File: src/rtl/perm_pkg.sv
package perm_pkg;

    typedef enum logic [1:0] {
        ACC_READ  = 2'd0,
        ACC_WRITE = 2'd1,
        ACC_FETCH = 2'd2,
        ACC_RSV   = 2'd3
    } acc_e;

    typedef enum logic {
        ST_IDLE = 1'b0,
        ST_HOLD = 1'b1
    } chk_st_e;

    localparam int PERM_R = 0;
    localparam int PERM_W = 1;
    localparam int PERM_X = 2;

    localparam int EB_PROT  = 0;
    localparam int EB_WR    = 1;
    localparam int EB_USR   = 2;
    localparam int EB_RSVD  = 3;
    localparam int EB_FETCH = 4;
    localparam int EB_KEY   = 5;
    localparam int EB_COUNT = 6;

endpackage

File: src/rtl/perm_base_rights.sv
module perm_base_rights
    import perm_pkg::*;
(
    input  logic       is_user,
    input  logic       pg_user,
    input  logic       pg_rw,
    input  logic       pg_nx,
    input  logic       cfg_wp,
    input  logic       cfg_smep,
    input  logic       cfg_nxe,
    output logic [2:0] base_perm,
    output logic       user_block
);

    logic nx_live;
    logic smep_hit;

    always_comb begin
        nx_live  = cfg_nxe & pg_nx;
        smep_hit = ~is_user & cfg_smep & pg_user;

        base_perm         = '0;
        base_perm[PERM_R] = 1'b1;
        base_perm[PERM_W] = pg_rw | (~is_user & ~cfg_wp);
        base_perm[PERM_X] = ~nx_live & ~smep_hit;

        user_block = is_user & ~pg_user;
    end

endmodule

File: src/rtl/perm_key_rights.sv
module perm_key_rights
    import perm_pkg::*;
#(
    parameter int KEY_W   = 4,
    parameter bit KEYS_EN = 1'b1,
    localparam int RIGHTS_W = 2 * (1 << KEY_W)
) (
    input  logic                is_user,
    input  logic                pg_user,
    input  logic [KEY_W-1:0]    pg_key,
    input  logic                cfg_wp,
    input  logic                cfg_long,
    input  logic                cfg_ukey_en,
    input  logic                cfg_skey_en,
    input  logic [RIGHTS_W-1:0] ukey_rights,
    input  logic [RIGHTS_W-1:0] skey_rights,
    output logic [2:0]          key_perm
);

    generate
        if (KEYS_EN) begin : g_keys
            logic [RIGHTS_W-1:0] sel_rights;
            logic                ad_bit;
            logic                wd_bit;

            always_comb begin
                sel_rights = '0;
                if (cfg_long) begin
                    if (pg_user) begin
                        if (cfg_ukey_en) sel_rights = ukey_rights;
                    end else begin
                        if (cfg_skey_en) sel_rights = skey_rights;
                    end
                end
                ad_bit = sel_rights[{pg_key, 1'b0}];
                wd_bit = sel_rights[{pg_key, 1'b1}];

                key_perm = 3'b111;
                if (ad_bit) begin
                    key_perm[PERM_R] = 1'b0;
                    key_perm[PERM_W] = 1'b0;
                end else if (wd_bit && (is_user || cfg_wp)) begin
                    key_perm[PERM_W] = 1'b0;
                end
            end
        end else begin : g_nokeys
            logic unused_in;
            assign unused_in = ^{is_user, pg_user, pg_key, cfg_wp, cfg_long,
                                 cfg_ukey_en, cfg_skey_en, ukey_rights, skey_rights};
            assign key_perm  = 3'b111;
        end
    endgenerate

endmodule

File: src/rtl/perm_err_build.sv
module perm_err_build
    import perm_pkg::*;
#(
    parameter int ERR_W = 16
) (
    input  logic [1:0]       acc_kind,
    input  logic             is_user,
    input  logic             rsvd_fault,
    input  logic             key_fault,
    input  logic             cfg_nxe,
    input  logic             cfg_pae,
    input  logic             cfg_smep,
    output logic [ERR_W-1:0] err_code
);

    logic fetch_tag;

    always_comb begin
        fetch_tag = (acc_kind == ACC_FETCH) & ((cfg_nxe & cfg_pae) | cfg_smep);

        err_code            = '0;
        err_code[EB_PROT]   = 1'b1;
        err_code[EB_WR]     = (acc_kind == ACC_WRITE);
        err_code[EB_USR]    = is_user;
        err_code[EB_RSVD]   = rsvd_fault;
        err_code[EB_FETCH]  = fetch_tag;
        err_code[EB_KEY]    = key_fault & ~rsvd_fault;
    end

endmodule

File: src/rtl/perm_check.sv
module perm_check
    import perm_pkg::*;
#(
    parameter int KEY_W   = 4,
    parameter int ERR_W   = 16,
    parameter bit KEYS_EN = 1'b1,
    localparam int RIGHTS_W = 2 * (1 << KEY_W)
) (
    input  logic                clk,
    input  logic                rst_n,
    input  logic                chk_valid,
    input  logic [1:0]          acc_kind,
    input  logic                is_user,
    input  logic                pg_user,
    input  logic                pg_rw,
    input  logic                pg_nx,
    input  logic                pg_dirty,
    input  logic                pg_rsvd,
    input  logic [KEY_W-1:0]    pg_key,
    input  logic                cfg_wp,
    input  logic                cfg_smep,
    input  logic                cfg_nxe,
    input  logic                cfg_pae,
    input  logic                cfg_long,
    input  logic                cfg_ukey_en,
    input  logic                cfg_skey_en,
    input  logic [RIGHTS_W-1:0] ukey_rights,
    input  logic [RIGHTS_W-1:0] skey_rights,
    output logic                res_valid,
    output logic                res_allow,
    output logic [2:0]          res_perm,
    output logic [ERR_W-1:0]    res_err
);

    chk_st_e state_q, state_d;

    logic [2:0]       base_perm;
    logic             user_block;
    logic [2:0]       key_perm;
    logic [2:0]       want;
    logic [2:0]       merged;
    logic             key_deny;
    logic             base_deny;
    logic             deny;
    logic [2:0]       grant;
    logic [ERR_W-1:0] err_raw;

    perm_base_rights u_base (
        .is_user    (is_user),
        .pg_user    (pg_user),
        .pg_rw      (pg_rw),
        .pg_nx      (pg_nx),
        .cfg_wp     (cfg_wp),
        .cfg_smep   (cfg_smep),
        .cfg_nxe    (cfg_nxe),
        .base_perm  (base_perm),
        .user_block (user_block)
    );

    perm_key_rights #(.KEY_W(KEY_W), .KEYS_EN(KEYS_EN)) u_key (
        .is_user     (is_user),
        .pg_user     (pg_user),
        .pg_key      (pg_key),
        .cfg_wp      (cfg_wp),
        .cfg_long    (cfg_long),
        .cfg_ukey_en (cfg_ukey_en),
        .cfg_skey_en (cfg_skey_en),
        .ukey_rights (ukey_rights),
        .skey_rights (skey_rights),
        .key_perm    (key_perm)
    );

    // Decode the request and merge the two rights sets
    always_comb begin
        unique case (acc_kind)
            ACC_WRITE: want = 3'b010;
            ACC_FETCH: want = 3'b100;
            default:   want = 3'b001;
        endcase
        merged    = base_perm & key_perm;
        key_deny  = ~pg_rsvd & ~user_block & (|(want & ~key_perm));
        base_deny = ~(|(want & merged));
        deny      = pg_rsvd | user_block | base_deny;
        grant     = merged;
        if (!pg_dirty && acc_kind != ACC_WRITE) grant[PERM_W] = 1'b0;
        if (deny) grant = '0;
    end

    perm_err_build #(.ERR_W(ERR_W)) u_err (
        .acc_kind   (acc_kind),
        .is_user    (is_user),
        .rsvd_fault (pg_rsvd),
        .key_fault  (key_deny),
        .cfg_nxe    (cfg_nxe),
        .cfg_pae    (cfg_pae),
        .cfg_smep   (cfg_smep),
        .err_code   (err_raw)
    );

    // Next-state logic: CAPTURE, RECAPTURE, RELEASE
    always_comb begin
        state_d = state_q;
        unique case (state_q)
            ST_IDLE: if (chk_valid) state_d = ST_HOLD;
            ST_HOLD: if (!chk_valid) state_d = ST_IDLE;
            default: state_d = ST_IDLE;
        endcase
    end

    // State register
    always_ff @(posedge clk) begin
        if (!rst_n) state_q <= ST_IDLE;
        else        state_q <= state_d;
    end

    // Result registers, loaded on every strobe
    always_ff @(posedge clk) begin
        if (!rst_n) begin
            res_allow <= 1'b0;
            res_perm  <= '0;
            res_err   <= '0;
        end else if (chk_valid) begin
            res_allow <= ~deny;
            res_perm  <= grant;
            res_err   <= deny ? err_raw : '0;
        end
    end

    assign res_valid = (state_q == ST_HOLD);


    strobe_to_result_chk: assert property (@(posedge clk) disable iff (!rst_n)
        chk_valid |=> res_valid);


    idle_quiet_chk: assert property (@(posedge clk) disable iff (!rst_n)
        !chk_valid |=> !res_valid);


    grant_err_clear_chk: assert property (@(posedge clk) disable iff (!rst_n)
        (res_valid && res_allow) |-> (res_err == '0));


    deny_mask_clear_chk: assert property (@(posedge clk) disable iff (!rst_n)
        (res_valid && !res_allow) |-> (res_perm == 3'b000 && res_err[EB_PROT]));


    key_bit_long_chk: assert property (@(posedge clk) disable iff (!rst_n)
        (res_valid && res_err[EB_KEY]) |-> ($past(cfg_long) && !$past(pg_rsvd)));


    dirty_write_chk: assert property (@(posedge clk) disable iff (!rst_n)
        (res_valid && res_perm[PERM_W]) |-> ($past(pg_dirty) || $past(acc_kind) == ACC_WRITE));


    user_block_chk: assert property (@(posedge clk) disable iff (!rst_n)
        (res_valid && $past(is_user) && !$past(pg_user)) |-> !res_allow);


    fetch_bit_chk: assert property (@(posedge clk) disable iff (!rst_n)
        (res_valid && res_err[EB_FETCH]) |-> ($past(acc_kind) == ACC_FETCH));

endmodule

File: config.mk
export PLATFORM = sky130hd
export DESIGN_NAME = perm_check
export DESIGN_NICKNAME = d
export VERILOG_FILES = /design/src/rtl/perm_pkg.sv /design/src/rtl/perm_base_rights.sv /design/src/rtl/perm_key_rights.sv /design/src/rtl/perm_err_build.sv /design/src/rtl/perm_check.sv
export SDC_FILE = /design/constraint.sdc
export NUM_CORES = 1
export LEC_CHECK = 0
export BUFFER_PORTS_ARGS = -buffer_cell sky130_fd_sc_hd__buf_2
export CAP_MARGIN = 15
export CORE_MARGIN = 2
export CORE_UTILIZATION = 35
export CTS_CLUSTER_SIZE = 40
export DETAILED_ROUTE_END_ITERATION = 7
export PLACE_DENSITY = 0.74
export SLEW_MARGIN = 20
export SYNTH_ARGS = -nofsm -noshare
export SYNTH_HDL_FRONTEND = slang
export SYNTH_SLANG_ARGS = --single-unit
File: constraint.sdc
create_clock -name clk -period 3.3 [get_ports clk]
set_input_delay 0.495 -clock clk [delete_from_list [all_inputs] [get_ports clk]]
set_output_delay 0.495 -clock clk [all_outputs]
set_load 0.02 [all_outputs]
==> impl_metrics.yaml <==
setup_path:
  rr_endpoint: "res_perm[2]$_SDFFE_PN0P_"
  cp-start-kind: "input port"
  worst-path-max-fanout: 15
  setup.worst_path.end_class: "register"
  crit_end: "res_err[4]$_SDFFE_PN0P_"
  crit_start: "pg_user"
  regToRegStartpoint: "res_perm[2]$_SDFFE_PN0P_"
  crit_chain: "buf_2 > mux4_2 > mux4_2 > nand2b_1 > o211ai_2 > a21oi_1 > o21bai_4 > o21ai_0"
  cp.arrival_ns: 2.57
  r2r_cells: 3
  max_stage_delay_ns: 0.54
  crit_top_cell: "mux4_2"
  r2r_slack_ns: 2.56
  crit_required_ns: 3.45
  worstSetupPathType: "in -> reg"
  cp_slowest_cell: "mux4_2"
synthesis:
  synth_top_area_cell: "mux4_2"
  ys_types: 34
  yosysSeqAreaShare_pct: 18.2
  yosysMostFrequentCell: "mux4_2"
  syn_area_sq_um: 1210
  synthCells: 119
  synth-async-reset-ratio_pct: 0
  yosysTopAreaCellShare_pct: 29.8
  synthTopCellsByCount: "mux4_2, buf_4, dfxtp_1, nand2_1, mux2i_1"
  syn_avg_cell_area_sq_um: 10.2
  synth_edf_count: 0
  ys_ff_latch: 11
  synth_area_leaders: "mux4_2, dfxtp_1, buf_4, mux2i_1, a32o_1"
  ys_warn_count: 0
  synth-main-ff-cell: "dfxtp_1"
placed_design:
  portBuffers: 96
  hpwlAfterDp_um: 2990
  placed_area_sq_um: 1660
  place.gp.congestion: 0.764
  pre_cts_slack_ns: 0.567
sta:
  fmax_ghz: 0.414
  clock_skew_ns: 0
  hold_viol_final: 0
  slew_viol_final: 0
  timing.final.crit_share_pct: 73.3
  timing.final.crit_period_ns: 2.42
  tns_ns: 0
  rsz0062_at_grt: "false"
  setup_viol: 0
  worst_slack_ns: 0.883
cells_and_area:
  layout-drive-gt1-share_pct: 56.4
  utilization_pct: 50.5
  n_antenna_cell: 0
  design_area_sq_um: 1690
  syn2layout_area_growth_pct: 39.3
  nNetsFinal: 300
clock_tree:
  htreeDepth: 1
  postCtsSetupBuffers: 0
  cts_tree: "done"
  cts_hold_buffers: 0
  clk_latency_ns: 0.27
  numClockSinks: 11
  cts.repair.resized: 0
  clkTransAtPathRegs_ns: 0.07
  cts-root-buf: "clkbuf_4"
  ctsLongestPathBuffers: 2
  cts_inserted_buffers: 3
floorplan:
  initial_utilization_pct: 36.3
  boundaryPins: 107
  die_h_um: 62.8
  coreArea_sq_um: 3340
  die-area_sq_um: 3940
  fp-row-count: 21
  die_w_um: 62.8
power_and_ir_drop:
  power_w: 0.000424
  power.leakage_nw: 0.841
  p_per_area_nw_per_um2: 252
  vdd_drop_max_v: 0.0000970
detailed_routing:
  vias: 1283
  drt_iter0_drc: 53
  final_antenna_net_count: 0
  wl_um: 3330
  firstDrtPassIters: 4
  post_drt_wl_per_cell_um: 12.9
  drcViolationCount: 0
  viasPerCell: 4.99
global_route:
  grtUsageTotal_pct: 17.3
  grt_overflow_total: 0
  grt_max_degree: 16
  grt_pass1_vias: 1311
  antenna_found_initial: 0
  grt_pass1_wl_um: 5470
flow_run:
  drv_cap: 0
run_status:
  outcome: "finished clean"
hold_path:
  min_path_type: "reg -> reg"
## logic make-up (layout without fill, tap and decap cells)
family	count (synthesis)	count (layout)	synth area share [%]
AOI/OAI and AO/OA	29	29	18.8
and+or+nand+nor	27	27	11.0
muxes	25	25	37.3
buffers and inverters	24	107	12.3
DFF	11	11	18.2
adders and majority gates	2	2	2.07
other	1	10	0.310
## worst min-delay path by stage
stage,slack [ns],cells after the start,endpoint,start
after floorplan,0.53,2,res_err[5]$_SDFFE_PN0P_,res_err[5]$_SDFFE_PN0P_
after global routing,0.49,1,res_perm[0]$_SDFFE_PN0P_,res_perm[0]$_SDFFE_PN0P_
after CTS,0.46,2,res_err[5]$_SDFFE_PN0P_,res_err[5]$_SDFFE_PN0P_
after global placement,0.46,2,res_err[5]$_SDFFE_PN0P_,res_err[5]$_SDFFE_PN0P_
final,0.47,2,res_err[5]$_SDFFE_PN0P_,res_err[5]$_SDFFE_PN0P_
after detailed placement,0.45,2,res_err[5]$_SDFFE_PN0P_,res_err[5]$_SDFFE_PN0P_
## registers in the layout, indices dropped and copies added, names as in the netlist
register and count:
res_perm 3, res_valid 1, res_err 6, res_allow 1
## power by group
group / total (W) / leakage (nW) / switching (W) / internal (W)
combinational: 0.000185 / 0.735 / 0.0000867 / 0.0000987
sequential: 0.000143 / 0.0901 / 0.00000344 / 0.000140
clock: 0.0000957 / 0.0150 / 0.0000488 / 0.0000469
## worst max-delay path, delay by kind of cell
family	cells	cell delay, ns
buffers and inverters	1	0.34
and+or+nand+nor	1	0.16
AOI/OAI and AO/OA	4	0.57
muxes	2	1.00
## through the flow
stage,hold slack [ns],instances
after detailed placement,0.449,253
after global placement,0.460,253
after CTS,0.465,257
after floorplan,0.535,128
final,0.474,257
after global routing,0.493,257
## final cells by class
| type | count | area (sq um) |
|---|---|---|
| multi-input cells | 93 | 875 |
| clock buffers | 4 | 26.3 |
| well taps | 46 | 57.6 |
| flip-flops and latches | 11 | 220 |
| repair buffers | 96 | 480 |
| inverters | 7 | 26.3 |
| fillers | 343 | 1650 |
## metal layers
| layer | track usage [%] | share of wire, % | wire length, um | vias up |
|---|---|---|---|---|
| met4 | 3.33 | 0.72 | 24 | 0 |
| met2 | 33.3 | 51 | 1710 | 73 |
| met3 | 3.78 | 9.3 | 310 | 3 |
| met5 | 0 | 0 | 0 | - |
| li1 | - | - | - | 620 |
| met1 | 19.5 | 39 | 1280 | 587 |
## layout by cell type (no fill, tap or decap), drive strengths merged
cell type	instances
clkbuf	4
o211ai	2
a31oi	2
o22ai	1
and2	3
o31ai	1
mux2i	8
a21o	1
inv	7
conb	10
a32o	4
dfxtp	11
a211oi	1
nand3	1
nor2b	4
nand2	9
mux2	1
buf	96
mux4	16
nand2b	3
o21ai	6
a2bb2oi	3
a22oi	1
a32oi	2
a21oi	4
nand4b	1
o21bai	1
nor2	6
ha	2
Power figures use the tool's default switching activity.
